===== src/rtl/pgwalk_pkg.sv =====
package pgwalk_pkg;
    typedef enum logic [2:0] {
        ST_IDLE, ST_SEG_RD, ST_SEG_CHK, ST_PG_RD, ST_PG_CHK, ST_PG_WB, ST_REPORT
    } walk_state_t;

    localparam logic [2:0] CODE_OK   = 3'd0;
    localparam logic [2:0] CODE_SEG  = 3'd3;
    localparam logic [2:0] CODE_PAGE = 3'd4;
    localparam logic [2:0] CODE_PRIV = 3'd5;
    localparam logic [2:0] CODE_WP   = 3'd6;

    localparam int BIT_VALID = 0;
    localparam int BIT_RO    = 2;
    localparam int BIT_USED  = 3;
    localparam int BIT_MOD   = 4;
    localparam int BIT_SUPER = 8;
    localparam int STAT_LSB  = 16;
endpackage


===== src/rtl/pgwalk_addr.sv =====
module pgwalk_addr #(
    parameter int VA_W      = 32,
    parameter int SEG_W     = 10,
    parameter int PG_W      = 10,
    parameter int OFF_W     = 12,
    parameter int DESC_LOG2 = 2
) (
    input  logic [VA_W-OFF_W-1:0] vtag,
    input  logic [VA_W-OFF_W-1:0] seg_base,
    input  logic [VA_W-OFF_W-1:0] pg_base,
    output logic [VA_W-1:0]       seg_ptr,
    output logic [VA_W-1:0]       pg_ptr
);
    localparam int TAG_W   = VA_W - OFF_W;
    localparam int SEG_PAD = VA_W - SEG_W - DESC_LOG2;
    localparam int PG_PAD  = VA_W - PG_W - DESC_LOG2;

    logic [SEG_W-1:0] seg_idx;
    logic [PG_W-1:0]  pg_idx;

    // Upper field of the tag selects the segment, lower field the page
    assign seg_idx = vtag[TAG_W-1 -: SEG_W];
    assign pg_idx  = vtag[PG_W-1:0];

    assign seg_ptr = {seg_base, {OFF_W{1'b0}}}
                   + {{SEG_PAD{1'b0}}, seg_idx, {DESC_LOG2{1'b0}}};
    assign pg_ptr  = {pg_base, {OFF_W{1'b0}}}
                   + {{PG_PAD{1'b0}}, pg_idx, {DESC_LOG2{1'b0}}};
endmodule


===== src/rtl/pgwalk_fault_regs.sv =====
module pgwalk_fault_regs
    import pgwalk_pkg::*;
#(
    parameter int VA_W = 32
) (
    input  logic            clk,
    input  logic            rst_n,
    input  logic            load,
    input  logic            side,
    input  logic [2:0]      code,
    input  logic [VA_W-1:0] addr,
    output logic [VA_W-1:0] status_i,
    output logic [VA_W-1:0] status_d,
    output logic [VA_W-1:0] faddr_i,
    output logic [VA_W-1:0] faddr_d
);
    logic [VA_W-1:0] stat_word;

    always_comb begin
        stat_word = '0;
        stat_word[STAT_LSB +: 3] = code;
    end

    always_ff @(posedge clk or negedge rst_n) begin
        if (!rst_n) begin
            status_i <= '0;
            status_d <= '0;
            faddr_i  <= '0;
            faddr_d  <= '0;
        end else if (load) begin
            if (side) begin
                status_d <= stat_word;
                faddr_d  <= addr;
                status_i <= '0;
            end else begin
                status_i <= stat_word;
                faddr_i  <= addr;
                status_d <= '0;
            end
        end
    end

    // the sibling unit returns to success on every fault
    p_sibling_d_r9: assert property (@(posedge clk) disable iff (!rst_n)
        (load && !side) |=> (status_d == '0));
    p_sibling_i_r9: assert property (@(posedge clk) disable iff (!rst_n)
        (load && side) |=> (status_i == '0));
    // the sibling's fault address is kept
    p_sibling_addr_r9: assert property (@(posedge clk) disable iff (!rst_n)
        (load && side) |=> $stable(faddr_i));
    // registers only change on a fault load
    p_hold_r9: assert property (@(posedge clk) disable iff (!rst_n)
        !load |=> ($stable(status_i) && $stable(status_d)));
endmodule


===== src/rtl/pgwalk_fsm.sv =====
module pgwalk_fsm
    import pgwalk_pkg::*;
#(
    parameter int VA_W  = 32,
    parameter int OFF_W = 12
) (
    input  logic                  clk,
    input  logic                  rst_n,
    input  logic                  req_valid,
    output logic                  req_ready,
    input  logic [VA_W-1:0]       req_vaddr,
    input  logic                  req_write,
    input  logic                  req_super,
    input  logic                  req_side,
    input  logic [VA_W-1:0]       root_sel,
    input  logic [VA_W-1:0]       seg_ptr,
    input  logic [VA_W-1:0]       pg_ptr,
    output logic [VA_W-OFF_W-1:0] vtag,
    output logic [VA_W-OFF_W-1:0] seg_base,
    output logic [VA_W-OFF_W-1:0] pg_base,
    output logic                  mem_req,
    output logic                  mem_we,
    output logic [VA_W-1:0]       mem_addr,
    output logic [VA_W-1:0]       mem_wdata,
    input  logic [VA_W-1:0]       mem_rdata,
    input  logic                  mem_ready,
    output logic                  done,
    output logic                  fault,
    output logic                  fill_valid,
    output logic [VA_W-OFF_W-1:0] fill_ptag,
    output logic                  fill_ro,
    output logic                  fill_super,
    output logic                  fill_used,
    output logic                  fill_mod,
    output logic                  flt_load,
    output logic                  flt_side,
    output logic [2:0]            flt_code,
    output logic [VA_W-1:0]       flt_addr
);
    localparam int TAG_W = VA_W - OFF_W;

    walk_state_t state, nstate;

    logic [TAG_W-1:0] va_tag_q;
    logic [TAG_W-1:0] root_q;
    logic             wr_q, su_q, side_q;
    logic [TAG_W-1:0] sd_base_q;
    logic             sd_v_q, sd_ro_q, sd_so_q;
    logic [VA_W-1:0]  pd_q;
    logic [2:0]       code_q;

    logic seg_bad, seg_priv, pg_bad, pg_priv, prot, wp_hit;

    assign vtag     = va_tag_q;
    assign seg_base = root_q;
    assign pg_base  = sd_base_q;

    assign seg_bad  = !sd_v_q;
    assign seg_priv = sd_so_q && !su_q;
    assign pg_bad   = !pd_q[BIT_VALID];
    assign pg_priv  = pd_q[BIT_SUPER] && !su_q;
    assign prot     = sd_ro_q | pd_q[BIT_RO];
    assign wp_hit   = wr_q && prot;

    // State register
    always_ff @(posedge clk or negedge rst_n) begin
        if (!rst_n) state <= ST_IDLE;
        else        state <= nstate;
    end

    // Next state
    always_comb begin
        nstate = state;
        unique case (state)
            ST_IDLE:    if (req_valid) nstate = ST_SEG_RD;
            ST_SEG_RD:  if (mem_ready) nstate = ST_SEG_CHK;
            ST_SEG_CHK: nstate = (seg_bad || seg_priv) ? ST_REPORT : ST_PG_RD;
            ST_PG_RD:   if (mem_ready) nstate = ST_PG_CHK;
            ST_PG_CHK:  nstate = (pg_bad || pg_priv || wp_hit) ? ST_REPORT : ST_PG_WB;
            ST_PG_WB:   if (mem_ready) nstate = ST_REPORT;
            ST_REPORT:  nstate = ST_IDLE;
            default:    nstate = ST_IDLE;
        endcase
    end

    // Outputs
    always_comb begin
        req_ready  = 1'b0;
        mem_req    = 1'b0;
        mem_we     = 1'b0;
        mem_addr   = '0;
        mem_wdata  = '0;
        done       = 1'b0;
        fault      = 1'b0;
        fill_valid = 1'b0;
        flt_load   = 1'b0;
        flt_code   = CODE_OK;
        flt_addr   = '0;
        unique case (state)
            ST_IDLE: req_ready = 1'b1;
            ST_SEG_RD: begin
                mem_req  = 1'b1;
                mem_addr = seg_ptr;
            end
            ST_SEG_CHK: begin
                if (seg_bad) begin
                    flt_load = 1'b1;
                    flt_code = CODE_SEG;
                    flt_addr = seg_ptr;
                end else if (seg_priv) begin
                    flt_load = 1'b1;
                    flt_code = CODE_PRIV;
                    flt_addr = seg_ptr;
                end
            end
            ST_PG_RD: begin
                mem_req  = 1'b1;
                mem_addr = pg_ptr;
            end
            ST_PG_CHK: begin
                if (pg_bad) begin
                    flt_load = 1'b1;
                    flt_code = CODE_PAGE;
                    flt_addr = pg_ptr;
                end else if (pg_priv) begin
                    flt_load = 1'b1;
                    flt_code = CODE_PRIV;
                    flt_addr = pg_ptr;
                end else begin
                    // refill precedes the protection check
                    fill_valid = 1'b1;
                    if (wp_hit) begin
                        flt_load = 1'b1;
                        flt_code = CODE_WP;
                        flt_addr = '0;
                    end
                end
            end
            ST_PG_WB: begin
                mem_req   = 1'b1;
                mem_we    = 1'b1;
                mem_addr  = pg_ptr;
                mem_wdata = pd_q;
                mem_wdata[BIT_USED] = 1'b1;
                if (wr_q) mem_wdata[BIT_MOD] = 1'b1;
            end
            ST_REPORT: begin
                done  = 1'b1;
                fault = (code_q != CODE_OK);
            end
            default: ;
        endcase
    end

    assign flt_side   = side_q;
    assign fill_ptag  = pd_q[VA_W-1:OFF_W];
    assign fill_ro    = prot;
    assign fill_super = su_q;
    assign fill_used  = !wp_hit;
    assign fill_mod   = wr_q && !wp_hit;

    // Walk context and captured descriptors
    always_ff @(posedge clk or negedge rst_n) begin
        if (!rst_n) begin
            va_tag_q  <= '0;
            root_q    <= '0;
            wr_q      <= 1'b0;
            su_q      <= 1'b0;
            side_q    <= 1'b0;
            sd_base_q <= '0;
            sd_v_q    <= 1'b0;
            sd_ro_q   <= 1'b0;
            sd_so_q   <= 1'b0;
            pd_q      <= '0;
            code_q    <= CODE_OK;
        end else begin
            if (state == ST_IDLE && req_valid) begin
                va_tag_q <= req_vaddr[VA_W-1:OFF_W];
                root_q   <= root_sel[VA_W-1:OFF_W];
                wr_q     <= req_write;
                su_q     <= req_super;
                side_q   <= req_side;
                code_q   <= CODE_OK;
            end
            if (state == ST_SEG_RD && mem_ready) begin
                sd_base_q <= mem_rdata[VA_W-1:OFF_W];
                sd_v_q    <= mem_rdata[BIT_VALID];
                sd_ro_q   <= mem_rdata[BIT_RO];
                sd_so_q   <= mem_rdata[BIT_SUPER];
            end
            if (state == ST_PG_RD && mem_ready) pd_q <= mem_rdata;
            if (flt_load) code_q <= flt_code;
        end
    end

    // completion is a single-cycle pulse
    p_done_pulse_r10: assert property (@(posedge clk) disable iff (!rst_n)
        done |=> !done);
    // fault only accompanies completion
    p_fault_with_done_r10: assert property (@(posedge clk) disable iff (!rst_n)
        fault |-> done);
    // no new request accepted while busy
    p_ready_idle_r10: assert property (@(posedge clk) disable iff (!rst_n)
        (req_ready && req_valid) |=> !req_ready);
    // address held while waiting for memory
    p_addr_hold_r1: assert property (@(posedge clk) disable iff (!rst_n)
        (mem_req && !mem_ready) |=> (mem_req && $stable(mem_addr)));
    // write-back only after a fill with no fault
    p_wb_after_fill_r7: assert property (@(posedge clk) disable iff (!rst_n)
        $rose(mem_we) |-> $past(fill_valid && !flt_load));
    // a fill never comes with a validity or privilege fault
    p_fill_code_r8: assert property (@(posedge clk) disable iff (!rst_n)
        (fill_valid && flt_load) |-> (flt_code == CODE_WP));
endmodule


===== src/rtl/pgwalk_top.sv =====
module pgwalk_top #(
    parameter int VA_W  = 32,
    parameter int SEG_W = 10,
    parameter int PG_W  = 10,
    parameter int OFF_W = 12
) (
    input  logic                  clk,
    input  logic                  rst_n,
    input  logic                  req_valid,
    output logic                  req_ready,
    input  logic [VA_W-1:0]       req_vaddr,
    input  logic                  req_write,
    input  logic                  req_super,
    input  logic                  req_side,
    input  logic [VA_W-1:0]       root_super,
    input  logic [VA_W-1:0]       root_user,
    output logic                  mem_req,
    output logic                  mem_we,
    output logic [VA_W-1:0]       mem_addr,
    output logic [VA_W-1:0]       mem_wdata,
    input  logic [VA_W-1:0]       mem_rdata,
    input  logic                  mem_ready,
    output logic                  done,
    output logic                  fault,
    output logic                  fill_valid,
    output logic [VA_W-OFF_W-1:0] fill_vtag,
    output logic [VA_W-OFF_W-1:0] fill_ptag,
    output logic                  fill_ro,
    output logic                  fill_super,
    output logic                  fill_used,
    output logic                  fill_mod,
    output logic [VA_W-1:0]       status_i,
    output logic [VA_W-1:0]       status_d,
    output logic [VA_W-1:0]       faddr_i,
    output logic [VA_W-1:0]       faddr_d
);
    localparam int TAG_W = VA_W - OFF_W;

    logic [VA_W-1:0]  root_sel, seg_ptr, pg_ptr, flt_addr;
    logic [TAG_W-1:0] vtag, seg_base, pg_base;
    logic             flt_load, flt_side;
    logic [2:0]       flt_code;

    assign root_sel  = req_super ? root_super : root_user;
    assign fill_vtag = vtag;

    pgwalk_addr #(.VA_W(VA_W), .SEG_W(SEG_W), .PG_W(PG_W), .OFF_W(OFF_W)) u_addr (
        .vtag(vtag), .seg_base(seg_base), .pg_base(pg_base),
        .seg_ptr(seg_ptr), .pg_ptr(pg_ptr)
    );

    pgwalk_fsm #(.VA_W(VA_W), .OFF_W(OFF_W)) u_fsm (
        .clk(clk), .rst_n(rst_n),
        .req_valid(req_valid), .req_ready(req_ready), .req_vaddr(req_vaddr),
        .req_write(req_write), .req_super(req_super), .req_side(req_side),
        .root_sel(root_sel), .seg_ptr(seg_ptr), .pg_ptr(pg_ptr),
        .vtag(vtag), .seg_base(seg_base), .pg_base(pg_base),
        .mem_req(mem_req), .mem_we(mem_we), .mem_addr(mem_addr),
        .mem_wdata(mem_wdata), .mem_rdata(mem_rdata), .mem_ready(mem_ready),
        .done(done), .fault(fault),
        .fill_valid(fill_valid), .fill_ptag(fill_ptag), .fill_ro(fill_ro),
        .fill_super(fill_super), .fill_used(fill_used), .fill_mod(fill_mod),
        .flt_load(flt_load), .flt_side(flt_side), .flt_code(flt_code),
        .flt_addr(flt_addr)
    );

    pgwalk_fault_regs #(.VA_W(VA_W)) u_fregs (
        .clk(clk), .rst_n(rst_n), .load(flt_load), .side(flt_side),
        .code(flt_code), .addr(flt_addr),
        .status_i(status_i), .status_d(status_d),
        .faddr_i(faddr_i), .faddr_d(faddr_d)
    );
endmodule


===== config.mk =====
export PLATFORM = sky130hd
export DESIGN_NAME = pgwalk_top
export DESIGN_NICKNAME = d
export VERILOG_FILES = /design/src/rtl/pgwalk_pkg.sv /design/src/rtl/pgwalk_addr.sv /design/src/rtl/pgwalk_fault_regs.sv /design/src/rtl/pgwalk_fsm.sv /design/src/rtl/pgwalk_top.sv
export SDC_FILE = /design/constraint.sdc
export NUM_CORES = 1
export LEC_CHECK = 0
export ABC_AREA = 1
export BUFFER_PORTS_ARGS = -buffer_cell sky130_fd_sc_hd__buf_4
export CAP_MARGIN = 20
export CORE_MARGIN = 1
export CORE_UTILIZATION = 30
export CTS_BUF_LIST = sky130_fd_sc_hd__clkbuf_4 sky130_fd_sc_hd__clkbuf_8 sky130_fd_sc_hd__clkbuf_16
export DETAILED_ROUTE_END_ITERATION = 10
export PLACE_DENSITY = 0.52
export REMOVE_ABC_BUFFERS = 1
export SETUP_SLACK_MARGIN = 0.15
export SLEW_MARGIN = 20
export SYNTH_ARGS = -nofsm -noshare
export SYNTH_HDL_FRONTEND = slang
export SYNTH_SLANG_ARGS = --single-unit

===== constraint.sdc =====
create_clock -name clk -period 3.05 [get_ports clk]
set_input_delay 0.1525 -clock clk [delete_from_list [all_inputs] [get_ports clk]]
set_output_delay 0.1525 -clock clk [all_outputs]
set_load 0.005 [all_outputs]

* After elaboration in Yosys (flattened, before gate mapping)
Index checks and enable logic that the tools add are counted.
** Cells by class
- Add/subtract/negate cells :: 2
- Equal/unequal tests :: 10
- Multiplexer cells :: 40
- Bitwise logic cells :: 2
- Reduce and logical (&&, ||, !) cells :: 22
** Operator list (count)
- $mux W32 :: 6
- $pmux W32 S2 :: 2
- $add A32 B12 Y32 :: 2
- $mux W19 :: 2
- $mux W3 :: 12
- $pmux W3 S6 :: 1
- $mux W1 :: 14
- $eq A3 B3 Y1 const B :: 3
- $ne A2 B2 Y1 const B :: 4
- $logic_and A1 B1 Y1 :: 7
- $eq A3 B2 Y1 const B :: 2
- $pmux W3 S2 :: 1
- $logic_not A1 Y1 :: 4
- $reduce_and A2 Y1 :: 2
- $reduce_and A4 Y1 :: 1
- $eq A3 B1 Y1 const B :: 1
- $logic_not A3 Y1 :: 1
- $logic_or A1 B1 Y1 :: 3
- $reduce_bool A3 Y1 :: 1
- $reduce_or A3 Y1 :: 1
- $mux W2 :: 1
- $pmux W1 S2 :: 1
- $reduce_bool A2 Y1 :: 1
- $reduce_or A2 Y1 :: 1
- other kinds (2) :: 2
** Word-level totals
- Register bits after elaboration :: 232
- Input bits :: 135

* Depth between registers and ports, before layout
- Word-level depth :: 7
- Gate-level depth with buffers :: 10
- Mapped depth without buffers :: 9

* By module
From an unflattened synthesis, not the netlist that was laid out.
** Second synthesis, totals
- Cell total of the unflattened synthesis :: 1227
- Area total of the unflattened synthesis :: 9456.6 sq um
** Modules (own cells, without submodules)
- pgwalk_fsm :: instances 1, cells an instance 694, area each 5238.8 sq um, seq. area each 2577.5 sq um
- pgwalk_fault_regs :: instances 1, cells an instance 364, area each 3241.9 sq um, seq. area each 1751.7 sq um
- pgwalk_top :: instances 1, cells an instance 104, area each 491.7 sq um, seq. area each 0.0 sq um
- pgwalk_addr :: instances 1, cells an instance 65, area each 484.2 sq um, seq. area each 0.0 sq um

* Worst setup path before layout
OpenSTA, ideal clock, no wires.
- Path kind :: reg-to-output
- From :: register u_fsm.state[1]
- To :: output mem_addr[10]
- Data arrival time :: 1.268 ns
- Required time :: 2.897 ns
- Setup slack :: 1.630 ns
- Stages on the path, launching flop included :: 7
- Path buffers :: 1
- Cell sequence :: dfrtp_1 -> inv_2 -> nand2_1 -> nor2_1 -> clkbuf_1 -> o21ai_0 -> nand2_1
** Between the ends
- Word-level cells in the longest chain between the ends :: 3
- Elaborated cells between the ends (all ways) :: 5
- Classes of those cells :: eq/ne: 3; mux: 1; reduce/logical: 1
** Ends and longest elaborated chain
- start: declaration :: RTL line pgwalk_fsm.sv:42 : walk_state_t state, nstate;
- start signal: assignment :: RTL line pgwalk_fsm.sv:68 : else state <= nstate;
- $eq A3 B3 Y1 or $eq A3 B2 Y1 (tied branches) :: RTL line pgwalk_fsm.sv:99 : unique case (state)
- $reduce_or A2 Y1 (no source line)
- $pmux W32 S2 (*) :: RTL line pgwalk_fsm.sv:99
- end: declaration :: RTL line pgwalk_top.sv:19 : output logic [VA_W-1:0] mem_addr,
Mark *: on every way between the ends. The rest lies on a longest branch, timed or not.

* Final worst setup path
- From :: register u_fsm.state[1]
- To :: output mem_addr[29]
The elaborated chain is that of the path after synthesis.

==> impl_metrics.toml <==
[run_status]
outcome = "complete, no violations"

[routing]
wl_per_cell_um = 16.16
ant_nets = 0
drtPass1Iterations = 5
via_per_inst = 4.483
drc_errors = 0
wl_um = 28710
vias = 7966
drtIter0Drc = 457

[grt]
grt_pass1_wl_um = 43500
grtUsageMet1_pct = 26.66
groute.usage.overall_pct = 19.89
met2_usage_pct = 32.17
busiest_layer = "met2"
use_met3_pct = 4.580
grt_max_degree = 91
overflow = 0
first_global_vias = 7340
antenna_found_initial = 1

[critical_path]
path_max_fanout = 19
required_ns = 2.90
crit_type = "reg -> out"
crit_path_end_kind = "output pin"
r2r_slack_ns = 0.57
arrival_ns = 2.34
crit_chain = "inv_2 > nand2_1 > nor2_4 > buf_4 > o21ai_0 > nand2_1 > buf_4"
reg2reg_from = "u_fsm.state[2]"
startpoint_type = "register"
rr_worst_depth = 8
r2r_end = "u_fregs.faddr_d[25]"
max_stage_delay_ns = 0.42
cp_slowest_cell = "buf_4"

[synthesis]
ys_seq_area_share_pct = 49.50
synthMuxAreaShare_pct = 0
synth_most_common_cell = "nand2_1"
ys_async_sr_fraction_pct = 100.0
synth-edff-count = 0
synth_compound_area_share_pct = 7.440
syn_area_per_cell_um2 = 7.669
synth_top_family_by_area = "simple AND/OR/NAND/NOR gates"
synth_fa_ha_area_share_pct = 0
synth_xor_area_share_pct = 0
yosysUniqueCellTypes = 22
synthTopCellsByCount = "379 x nand2_1, 169 x dfrtp_1, 130 x nand3_1, 93 x buf_4, 86 x nor2_1"
syn_area_um2 = 8543
yosysTopAreaCell = "dfrtp_1"
ys_ff_latch = 169
yosys_warnings = 0
synthSimpleGateAreaFrac_pct = 28.78
synthCells = 1114
ys_top_cells_by_area = "dfrtp_1 50%, nand2_1 17%, buf_4 8.2%"
synthFlopType = "dfrtp_1"
synth.top_cell.area_share_pct = 49.50

[final_layout]
insertedDiodeCount = 0
syn2layout_area_growth_pct = 36.64
postLayoutCellArea_um2 = 11670
fin_nets = 1522
layout-drive-gt1-share_pct = 24.59

[die]
die_w_um = 170.8
start_util_pct = 30.58
rows = 61
design.core.area_um2 = 27930
io-pin-count = 377
die_y_um = 170.8
die_area_um2 = 29160

[clock_tree]
cts.repair.resized = 0
cts_tree = "yes"
cts.path.max_buffers = 2
ctsHoldBuffers = 52
cts_buffers = 17
cts_setup_buffers = 0
htree_levels = 4
clock_latency_ns = 0.43
clock-root-buffer = "clkbuf_16"
cts.sinks = 169
clk_pin_slew_ns = 0.07

[power]
switching_share_pct = 41.20
p_int_mw = 6.565
netSwitchingPower_mw = 4.600
leakagePower_nw = 6.493
vdd_drop_max_mv = 0.3609
p_per_area_nw_per_um2 = 956.4
seq_power_share_pct = 36.2
p_comb_share_pct = 43.9
clockPowerShare_pct = 19.9

[timing]
fin_crit_ns = 2.497
slew_headroom_pct = 32.14
setup_violations = 0
finalHoldViolations = 0
fin_tns_setup_ns = 0
fmax_ghz = 0.4005
tightest_slew_ns = 1.017
rsz0062_at_grt = "no"
period_share_pct = 81.86
final.setup_skew_ns = 0.01416
slew_viol_final = 0

[job]
drv_cap = 0

[hold_path]
hold_path.class = "in -> reg"
whs_endpoint = "u_fsm.pg_base[12]"
whs_path_depth = 3
min_from = "mem_rdata[24]"

[placement]
dp_hpwl_um = 18690
portBuffers = 275
gp_congestion = 0.7948
postPlaceCellArea_um2 = 10560
==> worst max path at each step <==
stage                                endpoint  depth (start not counted)             start
after floorplan           u_fregs.faddr_d[10]                          8  u_fsm.fill_super
after global placement    u_fregs.faddr_d[25]                          8    u_fsm.state[2]
after detailed placement  u_fregs.faddr_i[18]                          8    u_fsm.state[2]
after CTS                        mem_wdata[9]                          6    u_fsm.state[1]
after global routing      u_fregs.faddr_d[25]                          8    u_fsm.state[2]
final                            mem_addr[29]                          7    u_fsm.state[1]
==> cells by family after synthesis <==
group | Yosys count
AOI/OAI and AO/OA | 116
buffers and inverters | 225
DFF | 169
other | 1
and+or+nand+nor | 603
==> sequential cells by signal, summed over array words and instances, names as in the netlist, 20 cells and up <==
| signal | flops |
|---|---|
| u_fsm.pd_q | 31 |
| u_fsm.seg_base | 20 |
| u_fsm.vtag | 20 |
| u_fregs.faddr_d | 30 |
| u_fregs.faddr_i | 30 |
| u_fsm.pg_base | 20 |
==> layout by cell type (no fill, tap or decap), types with 2 or more instances in the layout <==
cell           count
nand3_1          130
buf_4            289
dlygate4sd3_1     52
dfrtp_1          168
buf_12             2
o31ai_1           21
clkbuf_16         17
inv_6              2
o21ai_0           56
a21oi_1            9
inv_1             64
nand2_1          372
o21ai_1           29
conb_1            64
inv_2              8
clkinvlp_4         3
bufinv_16          2
nand4_1            4
nor2_1            84
clkinv_4           3
nor2_4             2
nand2_2            8
clkbuf_8           2
==> cell type report <==
class / count / area, um^2
timing repair buffer: 344 / 2744
tap: 378 / 473.0
multi-input combinational: 783 / 3367
sequential: 169 / 4230
fill: 2967 / 16260
clock buffer: 19 / 446.7
inverter: 72 / 270.3
clock inverter: 12 / 142.6
==> stage by stage <==
step | std cells | power, mW | util, % | hold WS (ns) | setup slack [ns]
2_1_floorplan | 1024 | 6.093 | - | -0.1431 | 0.02457
3_3_place_gp | 1694 | 8.912 | 37.82 | 0.2921 | 0.6138
3_5_place_dp | 1694 | 8.978 | 37.82 | 0.2891 | 0.5841
4_1_cts | 1777 | 11.31 | 41.79 | 0.0003947 | 0.5271
5_1_grt | 1777 | 12.05 | 41.79 | 0.01513 | 0.2484
6_report | 1777 | 11.17 | 41.79 | 0.01248 | 0.5534
==> critical path: cells and delay by family, from the launching register on <==
kind	cells	cell delay [ns]
AO/OA/AOI/OAI	1	0.15
flip-flops	1	0.40
AND/OR/NAND/NOR	3	0.68
buffers and inverters	3	0.66
==> power by group through the flow <==
stage               Clock [mW]  Sequential (mW)  Combinational, mW
floorplan                    0             3.98               2.11
global placement             0             4.05               4.86
detailed placement           0             4.06               4.91
CTS                       2.29             4.04               4.98
global route              2.38             4.19               5.49
finish                    2.22             4.04               4.90
==> layer usage <==
metal  share of wire (%)  wire, um
met5               0.063        18
met3                 7.0      2021
met1                  46     13100
met2                  46     13270
met4                 1.0       296
(Power assumes the default switching activity.)
